===== src/rtl/irq_seq_pkg.sv =====
package irq_seq_pkg;
  typedef enum logic [3:0] {
    S_IDLE, S_PUSH_FL, S_PUSH_CS, S_PUSH_IP, S_RD_OFF, S_RD_SEG,
    S_POP_IP, S_POP_CS, S_POP_FL, S_DONE
  } seq_state_e;

  typedef enum logic [1:0] {K_EXC, K_TRAP, K_RET, K_HW} req_kind_e;
endpackage


===== src/rtl/irq_seq_arb.sv =====
module irq_seq_arb import irq_seq_pkg::*; #(
  parameter int VW = 8
) (
  input  logic          clk_i,
  input  logic          rst_ni,
  input  logic          idle_i,
  input  logic          boundary_i,
  input  logic          if_i,
  input  logic          exc_req_i,
  input  logic [VW-1:0] exc_vec_i,
  input  logic          trap_req_i,
  input  logic [VW-1:0] trap_vec_i,
  input  logic          ret_req_i,
  input  logic          hw_req_i,
  input  logic [VW-1:0] hw_vec_i,
  output logic          start_o,
  output req_kind_e     kind_o,
  output logic [VW-1:0] vec_o,
  output logic          hw_ack_o
);
  logic          exc_p, trap_p, ret_p, ack_q;
  logic [VW-1:0] exc_v, trap_v;
  logic          exc_any, trap_any, ret_any, hw_ok;
  logic [VW-1:0] exc_cur, trap_cur;

  // a pulse arriving this cycle competes alongside held ones
  assign exc_any  = exc_p | exc_req_i;
  assign trap_any = trap_p | trap_req_i;
  assign ret_any  = ret_p | ret_req_i;
  assign exc_cur  = exc_req_i ? exc_vec_i : exc_v;
  assign trap_cur = trap_req_i ? trap_vec_i : trap_v;
  assign hw_ok    = hw_req_i & boundary_i & if_i;

  always_comb begin
    kind_o = K_HW;
    vec_o  = hw_vec_i;
    if (exc_any) begin
      kind_o = K_EXC;
      vec_o  = exc_cur;
    end else if (trap_any) begin
      kind_o = K_TRAP;
      vec_o  = trap_cur;
    end else if (ret_any) begin
      kind_o = K_RET;
      vec_o  = '0;
    end
  end

  assign start_o  = idle_i & (exc_any | trap_any | ret_any | hw_ok);
  assign hw_ack_o = ack_q;

  always_ff @(posedge clk_i or negedge rst_ni) begin
    if (!rst_ni) begin
      exc_p  <= 1'b0;
      trap_p <= 1'b0;
      ret_p  <= 1'b0;
      exc_v  <= '0;
      trap_v <= '0;
      ack_q  <= 1'b0;
    end else begin
      exc_p  <= exc_any & ~(start_o & (kind_o == K_EXC));
      trap_p <= trap_any & ~(start_o & (kind_o == K_TRAP));
      ret_p  <= ret_any & ~(start_o & (kind_o == K_RET));
      if (exc_req_i)  exc_v  <= exc_vec_i;
      if (trap_req_i) trap_v <= trap_vec_i;
      ack_q  <= start_o & (kind_o == K_HW);
    end
  end
endmodule


===== src/rtl/irq_seq_addr.sv =====
module irq_seq_addr import irq_seq_pkg::*; #(
  parameter int DW = 16,
  parameter int AW = 20,
  parameter int VW = 8
) (
  input  seq_state_e    state_i,
  input  logic [DW-1:0] ss_i,
  input  logic [DW-1:0] sp_i,
  input  logic [VW-1:0] vec_i,
  output logic [AW-1:0] addr_o
);
  localparam int SH = AW - DW;
  localparam int PADW = AW - VW - 2;

  logic [DW-1:0] sp_dec;
  logic [AW-1:0] stk_base, tbl_base;

  assign sp_dec   = sp_i - DW'(2);
  assign stk_base = {ss_i, {SH{1'b0}}};
  assign tbl_base = {{PADW{1'b0}}, vec_i, 2'b00};

  always_comb begin
    unique case (state_i)
      S_PUSH_FL, S_PUSH_CS, S_PUSH_IP:
        addr_o = stk_base + {{SH{1'b0}}, sp_dec};
      S_POP_IP, S_POP_CS, S_POP_FL:
        addr_o = stk_base + {{SH{1'b0}}, sp_i};
      S_RD_OFF: addr_o = tbl_base;
      S_RD_SEG: addr_o = tbl_base + AW'(2);
      default:  addr_o = '0;
    endcase
  end
endmodule


===== src/rtl/irq_seq.sv =====
module irq_seq import irq_seq_pkg::*; #(
  parameter int DW     = 16,
  parameter int AW     = 20,
  parameter int VW     = 8,
  parameter int IF_BIT = 9
) (
  input  logic          clk_i,
  input  logic          rst_ni,
  input  logic          instr_boundary_i,
  input  logic          exc_req_i,
  input  logic [VW-1:0] exc_vec_i,
  input  logic          trap_req_i,
  input  logic [VW-1:0] trap_vec_i,
  input  logic          ret_req_i,
  input  logic          hw_req_i,
  input  logic [VW-1:0] hw_vec_i,
  output logic          hw_ack_o,
  input  logic [DW-1:0] flags_i,
  input  logic [DW-1:0] cs_i,
  input  logic [DW-1:0] ip_i,
  input  logic [DW-1:0] ss_i,
  input  logic [DW-1:0] sp_i,
  output logic [DW-1:0] flags_o,
  output logic [DW-1:0] cs_o,
  output logic [DW-1:0] ip_o,
  output logic [DW-1:0] sp_o,
  output logic          busy_o,
  output logic          done_o,
  output logic          mem_req_o,
  output logic          mem_we_o,
  output logic [AW-1:0] mem_addr_o,
  output logic [DW-1:0] mem_wdata_o,
  input  logic          mem_ack_i,
  input  logic [DW-1:0] mem_rdata_i
);
  localparam logic [DW-1:0] WSTEP = DW'(2);

  seq_state_e    state_q;
  req_kind_e     kind_q, arb_kind;
  logic [VW-1:0] vec_q, arb_vec;
  logic [DW-1:0] fl_q, cs_q, ip_q, ss_q, sp_q;
  logic          start, idle, is_push, is_pop;

  assign idle = (state_q == S_IDLE);

  irq_seq_arb #(.VW(VW)) u_arb (
    .clk_i      (clk_i),
    .rst_ni     (rst_ni),
    .idle_i     (idle),
    .boundary_i (instr_boundary_i),
    .if_i       (flags_i[IF_BIT]),
    .exc_req_i  (exc_req_i),
    .exc_vec_i  (exc_vec_i),
    .trap_req_i (trap_req_i),
    .trap_vec_i (trap_vec_i),
    .ret_req_i  (ret_req_i),
    .hw_req_i   (hw_req_i),
    .hw_vec_i   (hw_vec_i),
    .start_o    (start),
    .kind_o     (arb_kind),
    .vec_o      (arb_vec),
    .hw_ack_o   (hw_ack_o)
  );

  irq_seq_addr #(.DW(DW), .AW(AW), .VW(VW)) u_addr (
    .state_i (state_q),
    .ss_i    (ss_q),
    .sp_i    (sp_q),
    .vec_i   (vec_q),
    .addr_o  (mem_addr_o)
  );

  assign is_push = (state_q == S_PUSH_FL) || (state_q == S_PUSH_CS) ||
                   (state_q == S_PUSH_IP);
  assign is_pop  = (state_q == S_POP_IP) || (state_q == S_POP_CS) ||
                   (state_q == S_POP_FL);

  assign mem_req_o = is_push || is_pop ||
                     (state_q == S_RD_OFF) || (state_q == S_RD_SEG);
  assign mem_we_o  = is_push;

  always_comb begin
    unique case (state_q)
      S_PUSH_FL: mem_wdata_o = fl_q;
      S_PUSH_CS: mem_wdata_o = cs_q;
      S_PUSH_IP: mem_wdata_o = ip_q;
      default:   mem_wdata_o = '0;
    endcase
  end

  assign busy_o  = ~idle;
  assign done_o  = (state_q == S_DONE);
  assign flags_o = fl_q;
  assign cs_o    = cs_q;
  assign ip_o    = ip_q;
  assign sp_o    = sp_q;

  always_ff @(posedge clk_i or negedge rst_ni) begin
    if (!rst_ni) begin
      state_q <= S_IDLE;
      kind_q  <= K_EXC;
      vec_q   <= '0;
      fl_q    <= '0;
      cs_q    <= '0;
      ip_q    <= '0;
      ss_q    <= '0;
      sp_q    <= '0;
    end else begin
      unique case (state_q)
        S_IDLE: if (start) begin
          kind_q  <= arb_kind;
          vec_q   <= arb_vec;
          fl_q    <= flags_i;
          cs_q    <= cs_i;
          ip_q    <= ip_i;
          ss_q    <= ss_i;
          sp_q    <= sp_i;
          state_q <= (arb_kind == K_RET) ? S_POP_IP : S_PUSH_FL;
        end
        S_PUSH_FL: if (mem_ack_i) begin
          sp_q <= sp_q - WSTEP;
          // original flags already on the stack; mask only after the write
          if (kind_q == K_HW) fl_q[IF_BIT] <= 1'b0;
          state_q <= S_PUSH_CS;
        end
        S_PUSH_CS: if (mem_ack_i) begin
          sp_q    <= sp_q - WSTEP;
          state_q <= S_PUSH_IP;
        end
        S_PUSH_IP: if (mem_ack_i) begin
          sp_q    <= sp_q - WSTEP;
          state_q <= S_RD_OFF;
        end
        S_RD_OFF: if (mem_ack_i) begin
          ip_q    <= mem_rdata_i;
          state_q <= S_RD_SEG;
        end
        S_RD_SEG: if (mem_ack_i) begin
          cs_q    <= mem_rdata_i;
          state_q <= S_DONE;
        end
        S_POP_IP: if (mem_ack_i) begin
          ip_q    <= mem_rdata_i;
          sp_q    <= sp_q + WSTEP;
          state_q <= S_POP_CS;
        end
        S_POP_CS: if (mem_ack_i) begin
          cs_q    <= mem_rdata_i;
          sp_q    <= sp_q + WSTEP;
          state_q <= S_POP_FL;
        end
        S_POP_FL: if (mem_ack_i) begin
          fl_q    <= mem_rdata_i;
          sp_q    <= sp_q + WSTEP;
          state_q <= S_DONE;
        end
        default: state_q <= S_IDLE;
      endcase
    end
  end
endmodule


===== config.mk =====
export PLATFORM = sky130hd
export DESIGN_NAME = irq_seq
export DESIGN_NICKNAME = d
export VERILOG_FILES = /design/src/rtl/irq_seq_pkg.sv /design/src/rtl/irq_seq_arb.sv /design/src/rtl/irq_seq_addr.sv /design/src/rtl/irq_seq.sv
export SDC_FILE = /design/constraint.sdc
export NUM_CORES = 1
export LEC_CHECK = 0
export BUFFER_PORTS_ARGS = -buffer_cell sky130_fd_sc_hd__buf_2
export CAP_MARGIN = 0
export CORE_ASPECT_RATIO = 1.75
export CORE_UTILIZATION = 41
export DETAILED_ROUTE_END_ITERATION = 12
export GPL_TIMING_DRIVEN = 0
export PLACE_DENSITY = 0.77
export SYNTH_ARGS = -nofsm -noshare
export SYNTH_HDL_FRONTEND = slang
export SYNTH_SLANG_ARGS = --single-unit

===== constraint.sdc =====
create_clock -name clk_i -period 4.2 [get_ports clk_i]
set_clock_uncertainty 0.15 [all_clocks]
set_input_delay 0.21 -clock clk_i [delete_from_list [all_inputs] [get_ports clk_i]]
set_output_delay 0.21 -clock clk_i [all_outputs]
set_load 0.05 [all_outputs]

# After elaboration in Yosys (flattened, before gate mapping)
# Index checks and enable logic that the tools add are counted.
dict set report word_totals {
  register_bits 114
  in_bits 128
  word_cells 128
}
dict set report classes {
  n_eq_ne 27
  reduce_logical 26
  addsub 5
  n_bitwise 20
  mux 35
}
# operator n
set op_table {}
lappend op_table {{$mux W16} 7}
lappend op_table {{$pmux W16 S3} 2}
lappend op_table {{$pmux W20 S4} 1}
lappend op_table {{$pmux W16 S2} 2}
lappend op_table {{$add A20 B16 Y20} 2}
lappend op_table {{$mux W8} 5}
lappend op_table {{$mux W4} 8}
lappend op_table {{$pmux W4 S8} 1}
lappend op_table {{$pmux W9 S2} 1}
lappend op_table {{$add A16 B2 Y16 const B} 1}
lappend op_table {{$eq A4 B3 Y1 const B} 4}
lappend op_table {{$sub A16 B2 Y16 const B} 1}
lappend op_table {{$ne A2 B1 Y1 const B} 7}
lappend op_table {{$ne A2 B2 Y1 const B} 7}
lappend op_table {{$pmux W6 S2} 1}
lappend op_table {{$add A10 B2 Y11 const B} 1}
lappend op_table {{$and A1 B1 Y1} 10}
lappend op_table {{$reduce_and A3 Y1} 3}
lappend op_table {{$eq A4 B2 Y1 const B} 2}
lappend op_table {{$eq A4 B4 Y1 const B} 2}
lappend op_table {{$reduce_and A8 Y1} 1}
lappend op_table {{$logic_or A1 B1 Y1} 7}
lappend op_table {{$eq A2 B2 Y1 const B} 3}
lappend op_table {{$or A1 B1 Y1} 6}
lappend op_table {{16 further kinds} 28}

# Logic depth before layout (Yosys ltp)
dict set report depth {
  ltp_word 8
  mapped_depth 15
  mapped_depth_nobuf 14
}

# Hierarchy
# From an unflattened synthesis, not the netlist that was laid out.
dict set report unflattened {
  hier_cells 839
  area_unflattened_um2 7531.0
}
# module area_per_inst_um2 n_inst cells_each seq_area_each_um2
set modules_own_cells {}
lappend modules_own_cells {irq_seq 5441.5 1 603 2352.3}
lappend modules_own_cells {irq_seq_addr 1102.3 1 163 0.0}
lappend modules_own_cells {irq_seq_arb 987.2 1 73 500.5}

# Worst setup path after synthesis
# OpenSTA, ideal clock, no wires.
dict set report synth_path {
  path_kind {register to output}
  start {reg sp_q[4] (netlist: sp_o[4])}
  end {out mem_addr_o[19]}
  path_slack_ps -522
  t_arrival_ps 4362
  path_stages_with_launch 15
  n_path_buf 1
  path_cell_list {dfrtp_1 -> buf_6 -> or4_4 -> or3_4 -> nor3_4 -> and2_1 -> nand2_1 -> xnor2_1 -> ha_1 -> o21a_1 -> o21ai_0 -> nor4bb_1 -> nor3_1 -> or3_1 -> a21oi_1}
}
dict set report synth_between {
  elab_chain_cells 3
  elab_cells_between_ends 4
  cone_classes {add/sub: 3; mux: 1}
}
# item line_no
set synth_lines {}
lappend synth_lines {{start: declaration} irq_seq.sv:41} ;# logic [DW-1:0] fl_q, cs_q, ip_q, ss_q, sp_q;
lappend synth_lines {{start signal: assignment} irq_seq.sv:117} ;# sp_q <= sp_i;
lappend synth_lines {{start signal: assignment} irq_seq.sv:121} ;# sp_q <= sp_q - WSTEP;
lappend synth_lines {{start signal: assignment} irq_seq.sv:127} ;# sp_q <= sp_q - WSTEP;
lappend synth_lines {{$sub A16 B2 Y16} irq_seq_addr.sv:18} ;# assign sp_dec = sp_i - DW'(2);
lappend synth_lines {{$add A20 B16 Y20} irq_seq_addr.sv:25} ;# addr_o = stk_base + {{SH{1'b0}}, sp_dec};
lappend synth_lines {{$pmux W20 S4 (*)} irq_seq_addr.sv:23} ;# unique case (state_i)
lappend synth_lines {{end: declaration} irq_seq.sv:31} ;# output logic [AW-1:0] mem_addr_o,
# Every way passes the cells marked *; elsewhere a longest branch is shown, timed or not.

# Worst setup path after layout
dict set report layout_path {
  start {reg sp_q[1] (netlist: sp_o[1])}
  end {out mem_addr_o[17]}
}
# The elaborated chain is that of the path after synthesis.

==> flow_summary.toml <==
[cells_and_area]
drive_gt1_frac = 0.3620
nFillCells = 1251
nets = 1376
syn_to_final_growth_pct = 58.48

[sta]
rsz0062_at_grt = "true"
relSlewSlack = 0.4537
max_freq_mhz = 224.8
fin_crit_ns = 4.448
tightest_slew_ns = 0.8195
setup_violations = 4
fin_crit_sh = 1.059
hold_ws_ns = 0.01898
hold_viol = 0
setup_ws_ns = -0.2480
report.final.slew_viol_count = 0

[detailed_routing]
via_per_inst = 5.805
post_drt_wl_per_cell_um = 19.92
drt_iter0_drc = 582
vias = 8557
drc = 0
drt_first_pass_iters = 5
finalWirelength_um = 29360
antenna_left = 0

[place]
post-place-ws_ns = -0.7759
hpwlAfterDp_um = 18680
place_congestion = 0.9511
numPortBuffers = 231

[yosys]
yosys_warnings = 0
synthFlopType = "dfrtp_1"
synth-seq-area-share = 0.4013
ys_async_sr_fraction = 1.000
synth_seq_cells = 114
synth_area_per_cell_sq_um = 8.732
yosys.area.top_type_share = 0.4013
synthTopCellsByArea = "dfrtp_1 40%, nor2_1 7.4%, mux2_2 5.4%"
netlist_area_sq_um = 7108
synth.distinct_cells = 69
synthCells = 814
syn-num-nets = 957
synth_edf_count = 0
yosysTopAreaCell = "dfrtp_1"

[worst_setup_path]
cp.required_ns = 3.84
reg2reg_from = "state_q[3]"
cp-end-kind = "output pin"
critPathKind = "reg -> out"
path_max_fanout = 6
setup.worst_path.start_class = "flip-flop"
worstSetupStartpoint = "sp_o[1]"
worstPathArrival_ns = 4.09

[clock_tree]
clk_latency_ns = 0.41
cts_buffer_depth = 2
cts_htree_levels = 4
clkSinkCount = 114
cts_root_buf = "clkbuf_16"
clkSlewWorstSetupHoldPaths_ns = 0.06
cts_tree = "yes"
cts_buffers = 17

[floorplanning]
die_h_um = 176.2
core-area_sq_um = 16950
start_util = 0.4194
io_pins = 233
rows = 63
die_x_um = 101.5
dieArea_sq_um = 17890

[worst_hold_path]
hold_start = "mem_rdata_i[3]"
hp-class = "in -> reg"

[grt]
grt_use_total = 0.3223
grt_pass1_vias = 8572
gr-total-overflow = 0
grt_max_degree = 61
antenna_found_initial = 0
grt_pass1_wl_um = 43770

[run_status]
status = "finished with violations"
violations = "setup timing"

[flow_run]
maxCapViolCount = 0
-- cells in the final DEF (no fill, tap or decap), drive strengths merged, types with 7 or more instances in the layout --
cell	instances
nand3	14
a221o	10
mux2	34
nand2	78
mux2i	32
dfrtp	114
a31oi	18
nor3	16
buf	309
clkbuf	47
xnor2	20
inv	16
o22ai	19
clkinv	8
ha	14
xor2	9
or3	7
nor4	7
o21ai	56
a21oi	62
dlygate4sd3	122
nor2	141
-- timing repair --
| action | 4_1_cts | 5_1_grt |
|---|---|---|
| hold endpoints to repair | 140 | 0 |
| setup endpoints to repair | 15 | 11 |
| pin swaps | 21 | 35 |
| resized for setup | 64 | 56 |
| cloned | 0 | 0 |
| hold buffers | 122 | 0 |
| buffers inserted | 22 | 28 |
-- stage by stage --
step                setup TNS (ns)  utilization  cell area, sq um  std cells
floorplan                 -0.06480            -              7136        814
global placement            -2.975       0.5060              8576       1272
detailed placement          -3.268       0.5080              8610       1273
CTS                        -0.9190       0.6368             10790       1446
global route                -1.645       0.6645             11260       1473
finish                     -0.7035       0.6647             11260       1474
-- critical path, cell delays in order (launching register included) --
cell	delay, ns
dfrtp_2	0.44
inv_4	0.11
ha_4	0.17
or3b_4	0.42
nor3_4	0.26
and2_4	0.20
nand2_1	0.08
xnor2_2	0.39
ha_4	0.27
o21a_1	0.17
o21ai_2	0.23
nor4bb_4	0.08
buf_4	0.14
o31ai_2	0.25
xor2_1	0.20
nor2_2	0.07
buf_6	0.18
-- area by class of cell --
| cell class | count | area, sq um | share of cell area |
|---|---|---|---|
| clock buffers | 20 | 446.7 | 0.03965 |
| multi-input cells | 628 | 4374 | 0.3883 |
| inverters | 14 | 55.05 | 0.004887 |
| plain buffers | 54 | 261.5 | 0.02321 |
| clock inverters | 12 | 132.6 | 0.01177 |
| diodes | 1 | 2.502 | 0.0002221 |
| repair buffers | 404 | 2849 | 0.2529 |
| flip-flops and latches | 114 | 2859 | 0.2538 |
| well taps | 227 | 284.0 | 0.02521 |
-- logic make-up after synthesis --
family	share of synthesized area
compound gates	0.2000
xor+xnor	0.03573
fa+ha+maj	0.02887
buf+inv	0.04277
flops	0.4013
mux	0.09893
simple gates	0.1924
-- worst paths after layout --
| check | end | slack [ns] | cells after the start |
|---|---|---|---|
| worst min register to register | vec_q[3] | 0.33 | 2 |
| worst max register to register | ip_o[7] | 0.97 | 7 |
| min in group asynchronous | sp_o[7] | 0.18 | 2 |
| worst max-delay path | mem_addr_o[17] | -0.25 | 16 |
| max in group asynchronous | vec_q[1] | 2.99 | 3 |
| worst min-delay path | ip_o[3] | 0.02 | 3 |
-- layer usage --
metal,wire length [um],share of wire,global-route usage,up-vias
met2,15610,0.53,0.5802,552
met1,9787,0.33,0.3304,4076
met4,2015,0.069,0.2234,0
met5,0,0,0,-
li1,-,-,-,3768
met3,1953,0.067,0.05503,161
-- sequential cells by signal (all words and copies together), names as in the netlist --
register,count
ss_q,16
sp_o,16
u_arb.exc_p,1
cs_o,16
flags_o,16
ip_o,16
u_arb.trap_v,8
u_arb.exc_v,8
kind_q,2
u_arb.hw_ack_o,1
state_q,4
vec_q,8
u_arb.trap_p,1
u_arb.ret_p,1
-- synthesized netlist by cell type, drive strengths merged (5+ instances only) --
master / count
o211ai: 6
nor2: 141
nand2: 78
inv: 14
o22ai: 19
a21oi: 62
o21a: 5
or2: 6
or3: 7
nor4: 7
mux2: 34
and2: 5
a31oi: 18
nand3: 14
mux2i: 32
o221ai: 6
buf: 29
and3: 5
ha: 14
a221o: 10
or4: 5
o31ai: 6
xor2: 9
dfrtp: 114
clkbuf: 29
xnor2: 20
nor3: 16
o21ai: 56
Power is not shown: default switching activity piles up to over one toggle a cycle in this logic, so the estimate is an artifact.
